--- src/rtl/fsgn_pkg.sv ---
package fsgn_pkg;

    localparam int SP_W  = 32;
    localparam int DP_W  = 64;
    localparam int EXC_W = 5;
    localparam int RM_W  = 3;

    localparam logic [SP_W-1:0] SP_QNAN = 32'h7FC0_0000;
    localparam logic [DP_W-1:0] DP_QNAN = 64'h7FF8_0000_0000_0000;

    localparam logic [RM_W-1:0] RM_LAST_LEGAL = 3'd4;
    localparam logic [RM_W-1:0] RM_FROM_REG   = 3'd7;

    typedef enum logic [1:0] {
        SGN_COPY = 2'd0,
        SGN_NEG  = 2'd1,
        SGN_XOR  = 2'd2,
        SGN_RSVD = 2'd3
    } sgn_op_e;

    typedef struct packed {
        logic [RM_W-1:0] mode;
        logic            bad;
    } rm_res_t;

    function automatic logic pick_sign(sgn_op_e op, logic sa, logic sb);
        case (op)
            SGN_COPY: return sb;
            SGN_NEG:  return ~sb;
            SGN_XOR:  return sa ^ sb;
            default:  return 1'b0;
        endcase
    endfunction

endpackage

--- src/rtl/fsgn_unbox.sv ---
module fsgn_unbox #(
    parameter int REG_W = 128,
    parameter int NW    = 32,
    parameter logic [NW-1:0] QNAN = '0
) (
    input  logic [REG_W-1:0] wide,
    output logic [NW-1:0]    narrow
);
    logic boxed_ok;

    assign boxed_ok = &wide[REG_W-1:NW];
    assign narrow   = boxed_ok ? wide[NW-1:0] : QNAN;
endmodule

--- src/rtl/fsgn_inject.sv ---
module fsgn_inject
    import fsgn_pkg::*;
#(
    parameter int W = 32
) (
    input  sgn_op_e      op,
    input  logic [W-1:0] mag_src,
    input  logic [W-1:0] sgn_src,
    output logic [W-1:0] result
);
    logic sgn;

    always_comb begin
        sgn    = pick_sign(op, mag_src[W-1], sgn_src[W-1]);
        result = {sgn, mag_src[W-2:0]};
    end
endmodule

--- src/rtl/fsgn_lane.sv ---
module fsgn_lane
    import fsgn_pkg::*;
#(
    parameter int REG_W = 128,
    parameter int W     = 32,
    parameter logic [W-1:0] QNAN = '0
) (
    input  sgn_op_e                op,
    input  logic [1:0][REG_W-1:0]  opnds,
    output logic [REG_W-1:0]       boxed
);
    localparam int PAD_W = REG_W - W;

    logic [1:0][W-1:0] val;
    logic [W-1:0]      inj;

    for (genvar g = 0; g < 2; g++) begin : g_opnd
        fsgn_unbox #(
            .REG_W (REG_W),
            .NW    (W),
            .QNAN  (QNAN)
        ) u_unbox (
            .wide   (opnds[g]),
            .narrow (val[g])
        );
    end

    fsgn_inject #(.W(W)) u_inject (
        .op      (op),
        .mag_src (val[0]),
        .sgn_src (val[1]),
        .result  (inj)
    );

    assign boxed = {{PAD_W{1'b1}}, inj};
endmodule

--- src/rtl/fsgn_rm_resolve.sv ---
module fsgn_rm_resolve
    import fsgn_pkg::*;
(
    input  logic [RM_W-1:0] rm_field,
    input  logic [RM_W-1:0] frm_cur,
    input  logic            op_rsvd,
    output rm_res_t         res
);
    always_comb begin
        res.mode = (rm_field == RM_FROM_REG) ? frm_cur : rm_field;
        res.bad  = (res.mode > RM_LAST_LEGAL) || op_rsvd;
    end
endmodule

--- src/rtl/fsgn_flag_acc.sv ---
module fsgn_flag_acc
    import fsgn_pkg::*;
(
    input  logic             clk,
    input  logic             rst,
    input  logic             exc_valid,
    input  logic [EXC_W-1:0] exc_flags,
    output logic [EXC_W-1:0] fflags,
    output logic             exc_raised
);
    assign exc_raised = exc_valid && (|exc_flags);

    always_ff @(posedge clk) begin
        if (rst) begin
            fflags <= '0;
        end else if (exc_valid) begin
            fflags <= fflags | exc_flags;
        end
    end
endmodule

--- src/rtl/fsgn_flag_unit.sv ---
module fsgn_flag_unit
    import fsgn_pkg::*;
#(
    parameter int REG_W = 128
) (
    input  logic             clk,
    input  logic             rst,
    input  logic             op_valid,
    input  logic [1:0]       op_sel,
    input  logic             is_double,
    input  logic [2:0]       rm_field,
    input  logic [REG_W-1:0] opnd_a,
    input  logic [REG_W-1:0] opnd_b,
    input  logic             frm_we,
    input  logic [2:0]       frm_wdata,
    input  logic             exc_valid,
    input  logic [4:0]       exc_flags,
    output logic             res_valid,
    output logic [REG_W-1:0] res_data,
    output logic [2:0]       res_rm,
    output logic             res_illegal,
    output logic [4:0]       fflags,
    output logic             fs_dirty
);
    sgn_op_e               op;
    logic [1:0][REG_W-1:0] opnds;
    logic [REG_W-1:0]      sp_boxed;
    logic [REG_W-1:0]      dp_boxed;
    logic [REG_W-1:0]      data_nxt;
    logic [RM_W-1:0]       frm_q;
    rm_res_t               rm_res;
    logic                  exc_raised;

    assign op    = sgn_op_e'(op_sel);
    assign opnds = {opnd_b, opnd_a};

    fsgn_lane #(.REG_W(REG_W), .W(SP_W), .QNAN(SP_QNAN)) u_sp_lane (
        .op    (op),
        .opnds (opnds),
        .boxed (sp_boxed)
    );

    fsgn_lane #(.REG_W(REG_W), .W(DP_W), .QNAN(DP_QNAN)) u_dp_lane (
        .op    (op),
        .opnds (opnds),
        .boxed (dp_boxed)
    );

    fsgn_rm_resolve u_rm (
        .rm_field (rm_field),
        .frm_cur  (frm_q),
        .op_rsvd  (op == SGN_RSVD),
        .res      (rm_res)
    );

    fsgn_flag_acc u_flags (
        .clk        (clk),
        .rst        (rst),
        .exc_valid  (exc_valid),
        .exc_flags  (exc_flags),
        .fflags     (fflags),
        .exc_raised (exc_raised)
    );

    always_comb begin
        if (rm_res.bad)     data_nxt = '0;
        else if (is_double) data_nxt = dp_boxed;
        else                data_nxt = sp_boxed;
    end

    always_ff @(posedge clk) begin
        if (rst) begin
            res_valid   <= 1'b0;
            res_data    <= '0;
            res_rm      <= '0;
            res_illegal <= 1'b0;
            frm_q       <= '0;
            fs_dirty    <= 1'b0;
        end else begin
            res_valid <= op_valid;
            if (op_valid) begin
                res_data    <= data_nxt;
                res_rm      <= rm_res.mode;
                res_illegal <= rm_res.bad;
            end
            if (frm_we) begin
                frm_q <= frm_wdata;
            end
            if (exc_raised || (op_valid && !rm_res.bad)) begin
                fs_dirty <= 1'b1;
            end
        end
    end
endmodule

--- config.mk ---
export PLATFORM = sky130hd
export DESIGN_NAME = fsgn_flag_unit
export DESIGN_NICKNAME = d
export VERILOG_FILES = /design/src/rtl/fsgn_pkg.sv /design/src/rtl/fsgn_unbox.sv /design/src/rtl/fsgn_inject.sv /design/src/rtl/fsgn_lane.sv /design/src/rtl/fsgn_rm_resolve.sv /design/src/rtl/fsgn_flag_acc.sv /design/src/rtl/fsgn_flag_unit.sv
export SDC_FILE = /design/constraint.sdc
export NUM_CORES = 1
export LEC_CHECK = 0
export BUFFER_PORTS_ARGS = -buffer_cell sky130_fd_sc_hd__buf_2
export CAP_MARGIN = 20
export CORE_AREA = 2 2 160 162
export DETAILED_ROUTE_END_ITERATION = 8
export DIE_AREA = 0 0 162 164
export PLACE_DENSITY = 0.54
export SETUP_SLACK_MARGIN = 0.02
export SLEW_MARGIN = 20
export SYNTH_ARGS = -nofsm -noshare
export SYNTH_HDL_FRONTEND = slang
export SYNTH_SLANG_ARGS = --single-unit
--- constraint.sdc ---
create_clock -name clk -period 2.1 [get_ports clk]
set_input_delay 0.21 -clock clk [delete_from_list [all_inputs] [get_ports clk]]
set_output_delay 0.21 -clock clk [all_outputs]
set_load 0.03 [all_outputs]
# Yosys cells after proc, flatten, opt, wreduce, memory -nomap -nowiden

Cells that the tools add are included.

Input port bits: 275
Register bits: 142

Multiplexer cells: 9
Reductions and logical operators: 11
Magnitude comparators: 1
Equal/unequal tests: 4
Bitwise logic cells: 5

Operators by type and width:

| cell               | number |
|---|---|
| $mux 64            | 3 |
| $reduce_and 96->1  | 2 |
| $mux 128           | 1 |
| $reduce_and 64->1  | 2 |
| $mux 32            | 2 |
| $pmux 1 s3         | 2 |
| $or 5x5->5         | 1 |
| $reduce_or 5->1    | 1 |
| $eq 2x2->1 const B | 2 |
| $eq 3x3->1 const B | 1 |
| $gt 3x3->1 const B | 1 |
| $mux 3             | 1 |
| $eq 2x1->1 const B | 1 |
| $logic_and 1x1->1  | 2 |
| $logic_not 2->1    | 1 |
| $logic_or 1x1->1   | 2 |
| $not 1->1          | 2 |
| $xor 1x1->1        | 2 |
| $logic_not 1->1    | 1 |

# Depth between registers and ports, before layout

Depth in word-level cells: 7
Mapped depth: 7
Gate-level depth less buffers: 6

# Hierarchy

Synthesis repeated with hierarchy kept, for this count alone.

Cells, all modules: 1077
Area total of the unflattened synthesis: 10684.0 sq um

By module, submodules not included:

| module                                       | times used | cells an instance | area each (sq um) |
|---|---|---|---|
| fsgn_flag_unit                               | 1          | 458               | 6322.3 |
| fsgn_unbox (u_dp_lane.g_opnd[0].u_unbox ...) | 2          | 92                | 581.8 |
| fsgn_unbox (u_sp_lane.g_opnd[0].u_unbox ...) | 2          | 70                | 489.2 |
| fsgn_lane (u_sp_lane)                        | 1          | 97                | 724.4 |
| fsgn_inject (u_dp_lane.u_inject)             | 1          | 68                | 510.5 |
| fsgn_lane (u_dp_lane)                        | 1          | 65                | 484.2 |
| fsgn_inject (u_sp_lane.u_inject)             | 1          | 36                | 270.3 |
| fsgn_flag_acc                                | 1          | 17                | 158.9 |
| fsgn_rm_resolve                              | 1          | 12                | 71.3 |

# Least setup slack after synthesis

No wires, ideal clock.

Path type: reg2out
From: reg, netlist name res_data[126]
To: out res_data[100]
Cell stages (with the launch flop): 2
Arrival: 1853 ps
Setup slack: 37 ps
Cells stage by stage: dfxtp_1 buf_4

RTL lines:

| item          | RTL line             | RTL |
|---|---|---|
| end, declared | fsgn_flag_unit.sv:19 | `output logic [REG_W-1:0] res_data,` |

# Worst setup path after layout

From: reg frm_q[1]
To: reg res_data[0]

Longest elaborated chain between the ends: 4

RTL lines:

| item                   | RTL line              | RTL |
|---|---|---|
| start, declared        | fsgn_flag_unit.sv:30  | `logic [RM_W-1:0] frm_q;` |
| start signal, assigned | fsgn_flag_unit.sv:87  | `frm_q <= frm_wdata;` |
| $mux 3                 | fsgn_rm_resolve.sv:10 | `res.mode = (rm_field == RM_FROM_REG) ? frm_cur : rm_field;` |
| $gt 3x3->1             | fsgn_rm_resolve.sv:11 | `res.bad = (res.mode > RM_LAST_LEGAL) \|\| op_rsvd;` |
| $logic_or 1x1->1       | fsgn_rm_resolve.sv:11 |  |
| $mux 128               | fsgn_flag_unit.sv:66  | `if (rm_res.bad) data_nxt = '0;` |
| end signal, assigned   | fsgn_flag_unit.sv:82  | `res_data <= data_nxt;` |

No other way between the ends.
A chain may end at the register's enable or synchronous reset.

==> summary.md <==
| Metric | Value |
|---|---|
| Rel. slew slack | `between 50% and 60%` |
| Layout cells sized above 1 | `between 50% and 60%` |
| Yosys warning count | `0` |
| Io pins | `roughly 410` |
| Most frequent cell after synthesis | `dfxtp_1` |
| Syn_area_per_cell | `about 9 um2` |
| Cell count after synthesis | `between 400 and 500` |
| Clock sink count | `slightly below 80` |
| Port-buffer cells | `roughly 380` |
| RSZ-0062 raised after global routing | `false` |
| Fillers | `between 2k and 3k` |
| Run status | `complete, no violations` |
| Top_reg_cell synth | `dfxtp_1` |
| Clk root buf | `clkbuf_16` |
| Power Density | `700 mW/mm2` |
| Die H | `164 um` |
| Total CTS buffers | `9` |
| Clock skew | `0.00511 ns` |
| Syn Std Cell Area | `~0.004 mm2` |
| Vias in the first global route | `between 4k and 5k` |
| VDD IR max | `~0.26 mV` |
| EDFF count, synth | `0` |
| Detailed placer's ending HPWL | `about 13 mm` |
| GRT Total Usage | `between 10% and 20%` |
| Wire per inst | `14.6 um` |
| Via Count | `4555` |
| Worst-Margin Slew | `0.640 ns` |
| Setup CP Type | `reg2reg` |
| Post-route clock period utilization | `between 80% and 90%` |
| Worst EP required | `around 2.4 ns` |
| Row Count | `58` |
| Yosys cell types | `40` |
| Ranking of synthesized cells by area | `dfxtp_1 (40%), buf_4 (13%), nand4_1 (7.6%)` |
| Initial antenna violation count | `2` |
| Worst-skew pair later-pin latency | `0.34 ns` |
| Final hold violations | `0` |
| FF+latch count, synth | `a little under 80` |
| Worst hold path type | `in2reg` |
| Hold_buf cts | `0` |
| Fmax achieved | `~0.53 GHz` |
| Cell accounting for the most synthesized area | `dfxtp_1` |
| Setup bufs post-CTS | `0` |
| Grt ovf | `0` |
| Total of max-cap violations | `0` |
| Clock tree buffer depth | `2` |
| Post-route minimum period | `1.89 ns` |
| DIE AREA | `0.0266 mm2` |
| Yosys top cell area share | `between 40% and 50%` |
| Commonest cells post-synth | `dfxtp_1 (79), buf_4 (67), nand4_1 (48), nand2_1 (41), nor2_1 (37)` |
| Crit start category | `flop` |
| # setup viols final | `0` |
| Critical path capture point type | `flop` |
| Clock transition at path regs | `about 0.070 ns` |
| Core area | `0.0248 mm2` |
| First drt pass iteration count | `5` |
| DRT antenna net count | `0` |
| # nets final | `approximately 1.0k` |
| Worst EP arrival | `~2.2 ns` |
| Leak | `between 2 and 3 nW` |
| Post-cts sizing count | `0` |
| Starting Density | `about 16%` |
| Pin count of the biggest net entering global routing | `56` |
| CTS tree | `yes` |
| Via density | `between 4 and 5` |
| Die width | `approximately 160 um` |
| Initial drt markers | `between 200 and 250` |
| Global-route wire length before repair | `between 20 and 25 mm` |
| Hold Slack | `0.0873 ns` |
| Max-slew violations | `0` |
| CP Max Fanout | `22` |
| DRC viols | `0` |
| RD Place Congestion | `0.822` |
| Area growth, synth to finish | `56.5%` |
| TNS Setup | `0 ns` |
| CTS HTree Levels | `3` |
| Post-Syn Nets | `721` |
| Sequential share of the synthesized area | `approximately 40%` |
| Fraction of registers with async set/reset | `0%` |
| WL final | `about 16 mm` |
==> logic make-up (layout without fill, tap and decap cells) <==
family,Yosys count,in the layout,share of synthesized area (%)
multiplexers,3,3,0.762
flip-flops,79,79,40.1
other,0,1,0
buffers and inverters,91,421,15.9
XOR/XNOR,1,1,0.222
AO/OA/AOI/OAI,97,97,19.7
AND/OR/NAND/NOR,175,175,23.3
==> metal layers <==
metal	track usage (%)	vias to the layer above	wire length, um
met3	3.84	22	1470
li1	-	2229	-
met2	20.3	231	7980
met5	0	-	13
met4	3.90	2	272
met1	13.5	2071	6450
==> metrics by stage <==
stage / setup slack (ns) / area [um2] / utilization, % / std cells / power, mW
6_report: 0.210 / 6160 / 24.8 / 1107 / 4.31
5_1_grt: 0.0602 / 6160 / 24.8 / 1107 / 4.55
4_1_cts: 0.138 / 6150 / 24.8 / 1106 / 4.41
3_5_place_dp: 0.0999 / 5840 / 23.5 / 1090 / 2.67
3_3_place_gp: 0.118 / 5840 / 23.5 / 1090 / 2.66
2_1_floorplan: 0.0374 / 3940 / - / 446 / 2.32
==> sequential cells by signal (all words and copies together), names as in the netlist <==
name and flops:
res_data 65, res_illegal 1, fs_dirty 1, u_flags.fflags 5
res_valid 1, res_rm 3, frm_q 3
==> path summary, 6_finish.rpt <==
| check | cells after the start | from | slack (ns) | endpoint |
|---|---|---|---|---|
| worst max-delay path | 7 | frm_q[1] | 0.21 | res_data[0] |
| worst min-delay path | 3 | opnd_a[12] | 0.09 | res_data[12] |
| worst max register to register | 7 | frm_q[1] | 0.21 | res_data[0] |
| worst min register to register | 2 | res_data[58] | 0.46 | res_data[58] |
==> cells in the final DEF (no fill, tap or decap), types with 2 or more instances in the layout <==
| cell | Yosys | routed |
|---|---|---|
| nand2_1 | 41 | 41 |
| a221oi_1 | 19 | 19 |
| buf_12 | 0 | 3 |
| nor2_1 | 37 | 37 |
| a31oi_1 | 10 | 10 |
| buf_2 | 3 | 381 |
| nor3b_1 | 2 | 2 |
| a21oi_1 | 23 | 23 |
| o21ai_1 | 11 | 11 |
| nor2_2 | 20 | 20 |
| inv_1 | 3 | 3 |
| o21ai_0 | 3 | 3 |
| clkbuf_16 | 0 | 9 |
| o21ai_2 | 2 | 2 |
| a22oi_1 | 2 | 2 |
| buf_4 | 67 | 17 |
| mux2i_1 | 3 | 3 |
| nand3b_1 | 2 | 2 |
| nor3_1 | 5 | 5 |
| nand3_1 | 2 | 2 |
| nor4_1 | 11 | 11 |
| dfxtp_1 | 79 | 79 |
| clkbuf_8 | 0 | 2 |
| nand4_1 | 48 | 48 |
| a22oi_2 | 20 | 20 |
| inv_6 | 0 | 2 |
| clkinvlp_4 | 0 | 2 |
==> critical path, stage by stage (launching register included) <==
cell	delay, ns
dfxtp_1	0.32
nand3b_2	0.24
a221oi_4	0.35
o21ai_2	0.20
a211oi_4	0.28
buf_12	0.22
a22oi_1	0.09
nor2_1	0.12
==> area by class of cell <==
class                           instances  area [um2]  share of cell area, %
Antenna cell                            1        2.50                 0.0406
Clock buffer                           11         253                   4.10
Clock inverter                          5        62.6                   1.01
Inverter                                4        15.0                  0.244
Multi-Input combinational cell        276        1740                   28.3
Sequential cell                        79        1580                   25.7
Tap cell                              330         413                   6.70
Timing Repair Buffer                  401        2090                   34.0
==> report_power, final <==
group / switching [mW] / internal, mW / leakage (nW)
Sequential: 0.0322 / 1.57 / 0.647
Combinational: 0.665 / 0.365 / 2.14
Clock: 0.688 / 0.996 / 0.149
(Power assumes the default switching activity.)
